$ cat config.mk
export PLATFORM = sky130hd
export DESIGN_NAME = ld_use_stall_unit
export DESIGN_NICKNAME = d
export VERILOG_FILES = /design/src/rtl/lus_pkg.sv /design/src/rtl/lus_hazard_detect.sv /design/src/rtl/lus_pc_reg.sv /design/src/rtl/lus_stage_reg.sv /design/src/rtl/ld_use_stall_unit.sv
export SDC_FILE = /design/constraint.sdc
export NUM_CORES = 1
export LEC_CHECK = 0
export CAP_MARGIN = 30
export CORE_MARGIN = 4
export CORE_UTILIZATION = 47
export CTS_BUF_LIST = sky130_fd_sc_hd__clkbuf_8
export DETAILED_ROUTE_END_ITERATION = 16
export PLACE_DENSITY_LB_ADDON = 0.05
export SETUP_SLACK_MARGIN = 0.1
export SKIP_CTS_REPAIR_TIMING = 1
export SYNTH_ARGS = -nofsm -noshare
export SYNTH_HDL_FRONTEND = slang
export SYNTH_SLANG_ARGS = --single-unit
$ cat constraint.sdc
create_clock -name clk -period 2.8 [get_ports clk]
set_input_delay 0.28 -clock clk [delete_from_list [all_inputs] [get_ports clk]]
set_output_delay 0.28 -clock clk [all_outputs]
set_load 0.01 [all_outputs]
$ cat src/rtl/lus_pkg.sv
// Package: shared control-word types for the load-use stall unit.
// Assumes: control words carry only enables; indices and addresses
// are kept beside them with widths set by the top's parameters.
package lus_pkg;

    // Control bits held in the fetch/decode register.
    typedef struct packed {
        logic valid;
        logic use_rs;
        logic use_rt;
        logic mem_rd;
        logic mem_wr;
        logic reg_wr;
    } id_ctrl_t;

    // Control bits held in the decode/execute register.
    typedef struct packed {
        logic valid;
        logic mem_rd;
        logic mem_wr;
        logic reg_wr;
    } ex_ctrl_t;

    // Number of source operands compared per decode instruction.
    localparam int NUM_SRC = 2;

endpackage

$ cat src/rtl/lus_hazard_detect.sv
// Module: lus_hazard_detect
// Purely combinational load-use detector. It compares every source the
// decode instruction reads against the destination of a load in execute,
// skips index zero, and lets a flush request override the hold outputs.
// Assumes: slot 0 of id_src is rs and slot 1 is rt.
module lus_hazard_detect
    import lus_pkg::*;
#(
    parameter int RIDX_W = 5
) (
    input  logic                            id_valid,
    input  logic [NUM_SRC-1:0]              id_use,
    input  logic [NUM_SRC-1:0][RIDX_W-1:0]  id_src,
    input  logic                            ex_valid,
    input  logic                            ex_mem_rd,
    input  logic                            ex_reg_wr,
    input  logic [RIDX_W-1:0]               ex_rd,
    input  logic                            flush_req,
    output logic                            load_use,
    output logic                            pc_hold,
    output logic                            ifid_hold,
    output logic                            idex_bubble
);

    logic               ex_is_load;
    logic [NUM_SRC-1:0] src_hit;

    // A producer can only cause a stall if it is a valid register-writing load.
    assign ex_is_load = ex_valid && ex_mem_rd && ex_reg_wr;

    // One comparator per source operand.
    for (genvar g = 0; g < NUM_SRC; g++) begin : g_src
        assign src_hit[g] = id_valid && id_use[g] && (id_src[g] != '0)
                            && (id_src[g] == ex_rd) && ex_is_load;
    end

    // Combine the comparisons and apply flush priority.
    always_comb begin
        load_use    = |src_hit;
        pc_hold     = load_use && !flush_req;
        ifid_hold   = load_use && !flush_req;
        idex_bubble = load_use || flush_req;
    end

endmodule

$ cat src/rtl/lus_pc_reg.sv
// Module: lus_pc_reg
// Fetch address register. A redirect has priority over a hold, and a hold
// has priority over the sequential step.
// Assumes: synchronous active-low reset to RESET_PC.
module lus_pc_reg #(
    parameter int              PC_W     = 32,
    parameter logic [PC_W-1:0] RESET_PC = '0,
    parameter int              PC_STEP  = 4
) (
    input  logic            clk,
    input  logic            rst_n,
    input  logic            hold,
    input  logic            redirect,
    input  logic [PC_W-1:0] target,
    output logic [PC_W-1:0] pc_q
);

    localparam logic [PC_W-1:0] STEP = PC_W'(PC_STEP);

    // Select the next fetch address.
    always_ff @(posedge clk) begin
        if (!rst_n)        pc_q <= RESET_PC;
        else if (redirect) pc_q <= target;
        else if (!hold)    pc_q <= pc_q + STEP;
    end

endmodule

$ cat src/rtl/lus_stage_reg.sv
// Module: lus_stage_reg
// Generic pipeline register with clear and hold. Clear (reset or squash)
// zeroes the whole word, so every valid bit and enable in it drops to 0.
// Assumes: clear has priority over hold.
module lus_stage_reg #(
    parameter int W = 8
) (
    input  logic         clk,
    input  logic         rst_n,
    input  logic         clear,
    input  logic         hold,
    input  logic [W-1:0] d,
    output logic [W-1:0] q
);

    // Load, keep or empty the stage.
    always_ff @(posedge clk) begin
        if (!rst_n || clear) q <= '0;
        else if (!hold)      q <= d;
    end

endmodule

$ cat src/rtl/ld_use_stall_unit.sv
// Module: ld_use_stall_unit
// Top of the load-use stall controller. It holds the PC and the
// fetch/decode and decode/execute registers and uses lus_hazard_detect
// to freeze the front end for one cycle while the execute stage takes
// an empty slot. A flush squashes the fetch and decode stages and
// redirects the PC.
// Assumes: fetch inputs describe the instruction at pc_q, and the
// memory stage forwards a load result to the execute stage.
module ld_use_stall_unit
    import lus_pkg::*;
#(
    parameter int              PC_W     = 32,
    parameter int              RIDX_W   = 5,
    parameter logic [PC_W-1:0] RESET_PC = '0,
    parameter int              PC_STEP  = 4
) (
    input  logic              clk,
    input  logic              rst_n,
    input  logic              if_valid,
    input  logic [RIDX_W-1:0] if_rs,
    input  logic [RIDX_W-1:0] if_rt,
    input  logic [RIDX_W-1:0] if_rd,
    input  logic              if_use_rs,
    input  logic              if_use_rt,
    input  logic              if_mem_rd,
    input  logic              if_mem_wr,
    input  logic              if_reg_wr,
    input  logic              flush_req,
    input  logic [PC_W-1:0]   flush_target,
    output logic [PC_W-1:0]   pc_q,
    output logic              pc_hold,
    output logic              ifid_hold,
    output logic              idex_bubble,
    output logic              id_valid,
    output logic [RIDX_W-1:0] id_rs,
    output logic [RIDX_W-1:0] id_rt,
    output logic [PC_W-1:0]   id_pc,
    output logic              ex_valid,
    output logic [RIDX_W-1:0] ex_rd,
    output logic              ex_mem_rd,
    output logic              ex_mem_wr,
    output logic              ex_reg_wr,
    output logic [PC_W-1:0]   ex_pc
);

    localparam int IDC_W  = $bits(id_ctrl_t);
    localparam int EXC_W  = $bits(ex_ctrl_t);
    localparam int IFID_W = IDC_W + 3 * RIDX_W + PC_W;
    localparam int IDEX_W = EXC_W + RIDX_W + PC_W;

    id_ctrl_t          if_ctrl;
    id_ctrl_t          id_ctrl;
    ex_ctrl_t          id2ex_ctrl;
    ex_ctrl_t          ex_ctrl;
    logic [RIDX_W-1:0] id_rd;
    logic [IFID_W-1:0] ifid_d;
    logic [IFID_W-1:0] ifid_q;
    logic [IDEX_W-1:0] idex_d;
    logic [IDEX_W-1:0] idex_q;
    logic              load_use;

    // Mask every fetched enable with the fetch valid bit.
    always_comb begin
        if_ctrl.valid  = if_valid;
        if_ctrl.use_rs = if_valid && if_use_rs;
        if_ctrl.use_rt = if_valid && if_use_rt;
        if_ctrl.mem_rd = if_valid && if_mem_rd;
        if_ctrl.mem_wr = if_valid && if_mem_wr;
        if_ctrl.reg_wr = if_valid && if_reg_wr;
    end

    assign ifid_d = {if_ctrl, if_rs, if_rt, if_rd, pc_q};

    // Fetch address.
    lus_pc_reg #(
        .PC_W     (PC_W),
        .RESET_PC (RESET_PC),
        .PC_STEP  (PC_STEP)
    ) u_pc (
        .clk      (clk),
        .rst_n    (rst_n),
        .hold     (pc_hold),
        .redirect (flush_req),
        .target   (flush_target),
        .pc_q     (pc_q)
    );

    // Fetch/decode register: squashed by a flush, frozen by a stall.
    lus_stage_reg #(.W(IFID_W)) u_ifid (
        .clk   (clk),
        .rst_n (rst_n),
        .clear (flush_req),
        .hold  (ifid_hold),
        .d     (ifid_d),
        .q     (ifid_q)
    );

    assign {id_ctrl, id_rs, id_rt, id_rd, id_pc} = ifid_q;
    assign id_valid = id_ctrl.valid;

    // Load-use comparison against the execute stage.
    lus_hazard_detect #(.RIDX_W(RIDX_W)) u_detect (
        .id_valid    (id_ctrl.valid),
        .id_use      ({id_ctrl.use_rt, id_ctrl.use_rs}),
        .id_src      ({id_rt, id_rs}),
        .ex_valid    (ex_ctrl.valid),
        .ex_mem_rd   (ex_ctrl.mem_rd),
        .ex_reg_wr   (ex_ctrl.reg_wr),
        .ex_rd       (ex_rd),
        .flush_req   (flush_req),
        .load_use    (load_use),
        .pc_hold     (pc_hold),
        .ifid_hold   (ifid_hold),
        .idex_bubble (idex_bubble)
    );

    // Reduce the decode control word to what the execute stage carries.
    always_comb begin
        id2ex_ctrl.valid  = id_ctrl.valid;
        id2ex_ctrl.mem_rd = id_ctrl.mem_rd;
        id2ex_ctrl.mem_wr = id_ctrl.mem_wr;
        id2ex_ctrl.reg_wr = id_ctrl.reg_wr;
    end

    assign idex_d = {id2ex_ctrl, id_rd, id_pc};

    // Decode/execute register: never held, emptied on a bubble.
    lus_stage_reg #(.W(IDEX_W)) u_idex (
        .clk   (clk),
        .rst_n (rst_n),
        .clear (idex_bubble),
        .hold  (1'b0),
        .d     (idex_d),
        .q     (idex_q)
    );

    assign {ex_ctrl, ex_rd, ex_pc} = idex_q;
    assign ex_valid  = ex_ctrl.valid;
    assign ex_mem_rd = ex_ctrl.mem_rd;
    assign ex_mem_wr = ex_ctrl.mem_wr;
    assign ex_reg_wr = ex_ctrl.reg_wr;

endmodule

==> run_results.csv <==
group,metric,value,unit
timing,tns,0,ns
floorplan,core,10840,um2
floorplan,dieHeight,113.3,um
yosys,yosysSeqAreaShare,48.41,%
min_path,min_path_type,"input port to register",
pwr,seq_power_share,50.6,%
placement,io_buffers,174,
routing,num_vias,4526,
clock_network,cts.clk_slew.worst_paths,0.07,ns
pwr,p_sw,933.2,uW
cells_and_area,fin_util,66.79,%
pwr,total_leakage_power,2.714,nW
cells_and_area,syn_to_final_growth,38.98,%
yosys,syn_area,5210,um2
floorplan,ios,175,
timing,skew,0.009327,ns
routing,drt_first_pass_iters,4,
timing,max_freq,369.7,MHz
yosys,yosysUniqueCellTypes,40,
routing,via_per_inst,5.091,
placement,dpl.cell_count,853,
critical_path,worstPathMaxFanout,3,
critical_path,endpoint_kind,"output pin",
yosys,synthesis.nets,659,
routing,wl_per_cell,15.62,um
timing,rsz0062_at_grt,"true",
clock_network,htreeDepth,4,
routing,wirelength,13.89,mm
pwr,power_frac_clock,38.9,%
cells_and_area,antenna_cells,0,
timing,finalHoldViolCount,0,
yosys,synth.avg_cell_area,8.654,um2
placement,dp_hpwl,9.853,mm
timing,worstMarginPinSlew,0.6195,ns
yosys,synth_most_common_cell,"dfxtp_1",
placement,placed_area,6788,um2
grt,grt_pass1_wl,22.54,mm
yosys,synth_common_cells,"dfxtp_1 (126), nand2_1 (105), a21oi_1 (72)",
clock_network,clockBufferDepth,2,
critical_path,arrival,2.42,ns
clock_network,cts_buffers,17,
grt,grt_antenna_before_repair,0,
floorplan,die-width,113.3,um
placement,gp_congestion,0.7892,
grt,grt_pass1_vias,4428,
run_status,outcome,"finished clean",
timing,fin_crit_sh,96.60,%
pwr,swShare,24.44,%
yosys,synth_ff_type,"dfxtp_1",
yosys,synth_seq_cells,126,
run,maxCapViolCount,0,
yosys,yosys_warnings,0,
pwr,intPower,2.886,mW
critical_path,path_class,"register to output pin",
cells_and_area,fin_cells,889,
clock_network,cts_tree,"built",
timing,fin_crit,2.705,ns
routing,ant_nets,0,
pwr,max-vdd-ir-drop,0.0002959,V
cells_and_area,layout-drive-gt1-share,9.079,%
cells_and_area,fin_area,7241,um2
timing,slew_viol_final,0,
yosys,ys_top_cells_by_area,"dfxtp_1 (48%), nand2_1 (7.6%), a21oi_1 (6.9%)",
yosys,synth_top_area_share,48.41,%
floorplan,start_util,48.06,%
yosys,async_flop_share,0,%
pwr,pwr-share-comb,10.5,%
yosys,yosys.area.top_type,"dfxtp_1",
critical_path,required,2.52,ns
grt,grt_usage,21.95,%
timing,setup_viol,0,
timing,slew_headroom,58.70,%
routing,first_iter_violations,250,
clock_network,clock_sinks,126,
pwr,powerDensity,527.4,nW/um2
clock_network,clockRootBuffer,"clkbuf_8",
routing,drc,0,
critical_path,cp-start-kind,"register",
grt,overflow,0,
yosys,synthCells,602,
floorplan,rows,38,
grt,grt_max_degree,56,
yosys,synth-edff-count,0,
clock_network,clk_latency,0.42,ns
cells_and_area,nets,796,
floorplan,die_area,12830,um2
sequential cells by signal (all words and copies together) (netlist names):
signal	cells
u_pc.pc_q	32
u_idex.q	41
u_ifid.q	53
metrics by stage:
stage                     setup slack, ns  hold slack (ns)  power, mW
after global placement             0.1354           0.4394      2.365
final                             0.09511           0.4021      3.819
after detailed placement          0.06854           0.4421      2.372
after CTS                         -0.3512           0.3838      3.852
after global routing             0.009906           0.3943      3.980
after floorplan                    0.4994           0.4095      2.137
path summary, 6_finish.rpt:
kind,endpoint,slack (ns),cells after the start,start
hold / removal,u_ifid.q[43]$_SDFFE_PP0N_,0.40,3,if_rs[1]
setup / recovery,idex_bubble,0.1,8,u_ifid.q[52]$_SDFFE_PP0N_
setup reg to reg,u_pc.pc_q[31]$_SDFFE_PN0P_,0.13,8,u_ifid.q[42]$_SDFFE_PP0N_
hold reg to reg,u_ifid.q[36]$_SDFFE_PP0N_,0.45,2,u_ifid.q[36]$_SDFFE_PP0N_
placed cells by master (no fill, tap or decap), drive strengths merged, types with 4 or more instances in the layout:
master,instances
clkinvlp,4
xor2,8
nor2,5
and3,5
clkbuf,20
inv,10
or4,9
nand3,18
nor3,11
o31ai,4
o21ai,32
nand2,105
nand4,8
clkdlybuf4s50,171
mux2i,5
a21oi,72
buf,24
xnor2,22
nor4,13
and2,45
dfxtp,126
a31oi,6
kinds of logic after synthesis:
| group | count (synthesis) | share of synthesized area (%) |
|---|---|---|
| buffers and inverters | 88 | 10.18 |
| flip-flops | 126 | 48.42 |
| adder cells (fa/ha/maj) | 1 | 0.2401 |
| multiplexers | 5 | 0.9607 |
| AO/OA/AOI/OAI | 119 | 12.58 |
| AND/OR/NAND/NOR | 233 | 22.57 |
| XOR/XNOR | 30 | 5.043 |
power groups by stage:
stage          registers [mW]  clock network [mW]  logic, mW
3_3_place_gp             1.97                   0      0.397
3_5_place_dp             1.97                   0      0.401
6_report                 1.93                1.49      0.402
5_1_grt                  1.94                1.60      0.437
4_1_cts                  1.93                1.52      0.404
2_1_floorplan            1.97                   0      0.168
worst max-delay path, cell delays in order (launching register included):
cell and delay [ns]:
dfxtp_1 0.35, nand4_1 0.17, or4_4 0.59, a2111oi_4 0.33
buf_4 0.18, buf_4 0.12, nor2_4 0.03, nand2_1 0.10
clkbuf_2 0.15
metal layers:
| layer | track usage [%] | routed length (um) |
|---|---|---|
| met1 | 28.50 | 6183 |
| met2 | 34.99 | 6492 |
| met3 | 6.096 | 1016 |
| met4 | 8.013 | 196 |
| met5 | 0 | 0 |
cell type report:
| type | instances | area, um2 |
|---|---|---|
| Clock buffer | 18 | 247.7 |
| Timing Repair Buffer | 198 | 1943 |
| Sequential cell | 126 | 2522 |
| Fill cell | 939 | 3600 |
| Inverter | 8 | 30.03 |
| Tap cell | 140 | 175.2 |
| Multi-Input combinational cell | 388 | 2201 |
| Clock inverter | 11 | 121.4 |
(Power assumes the default switching activity.)
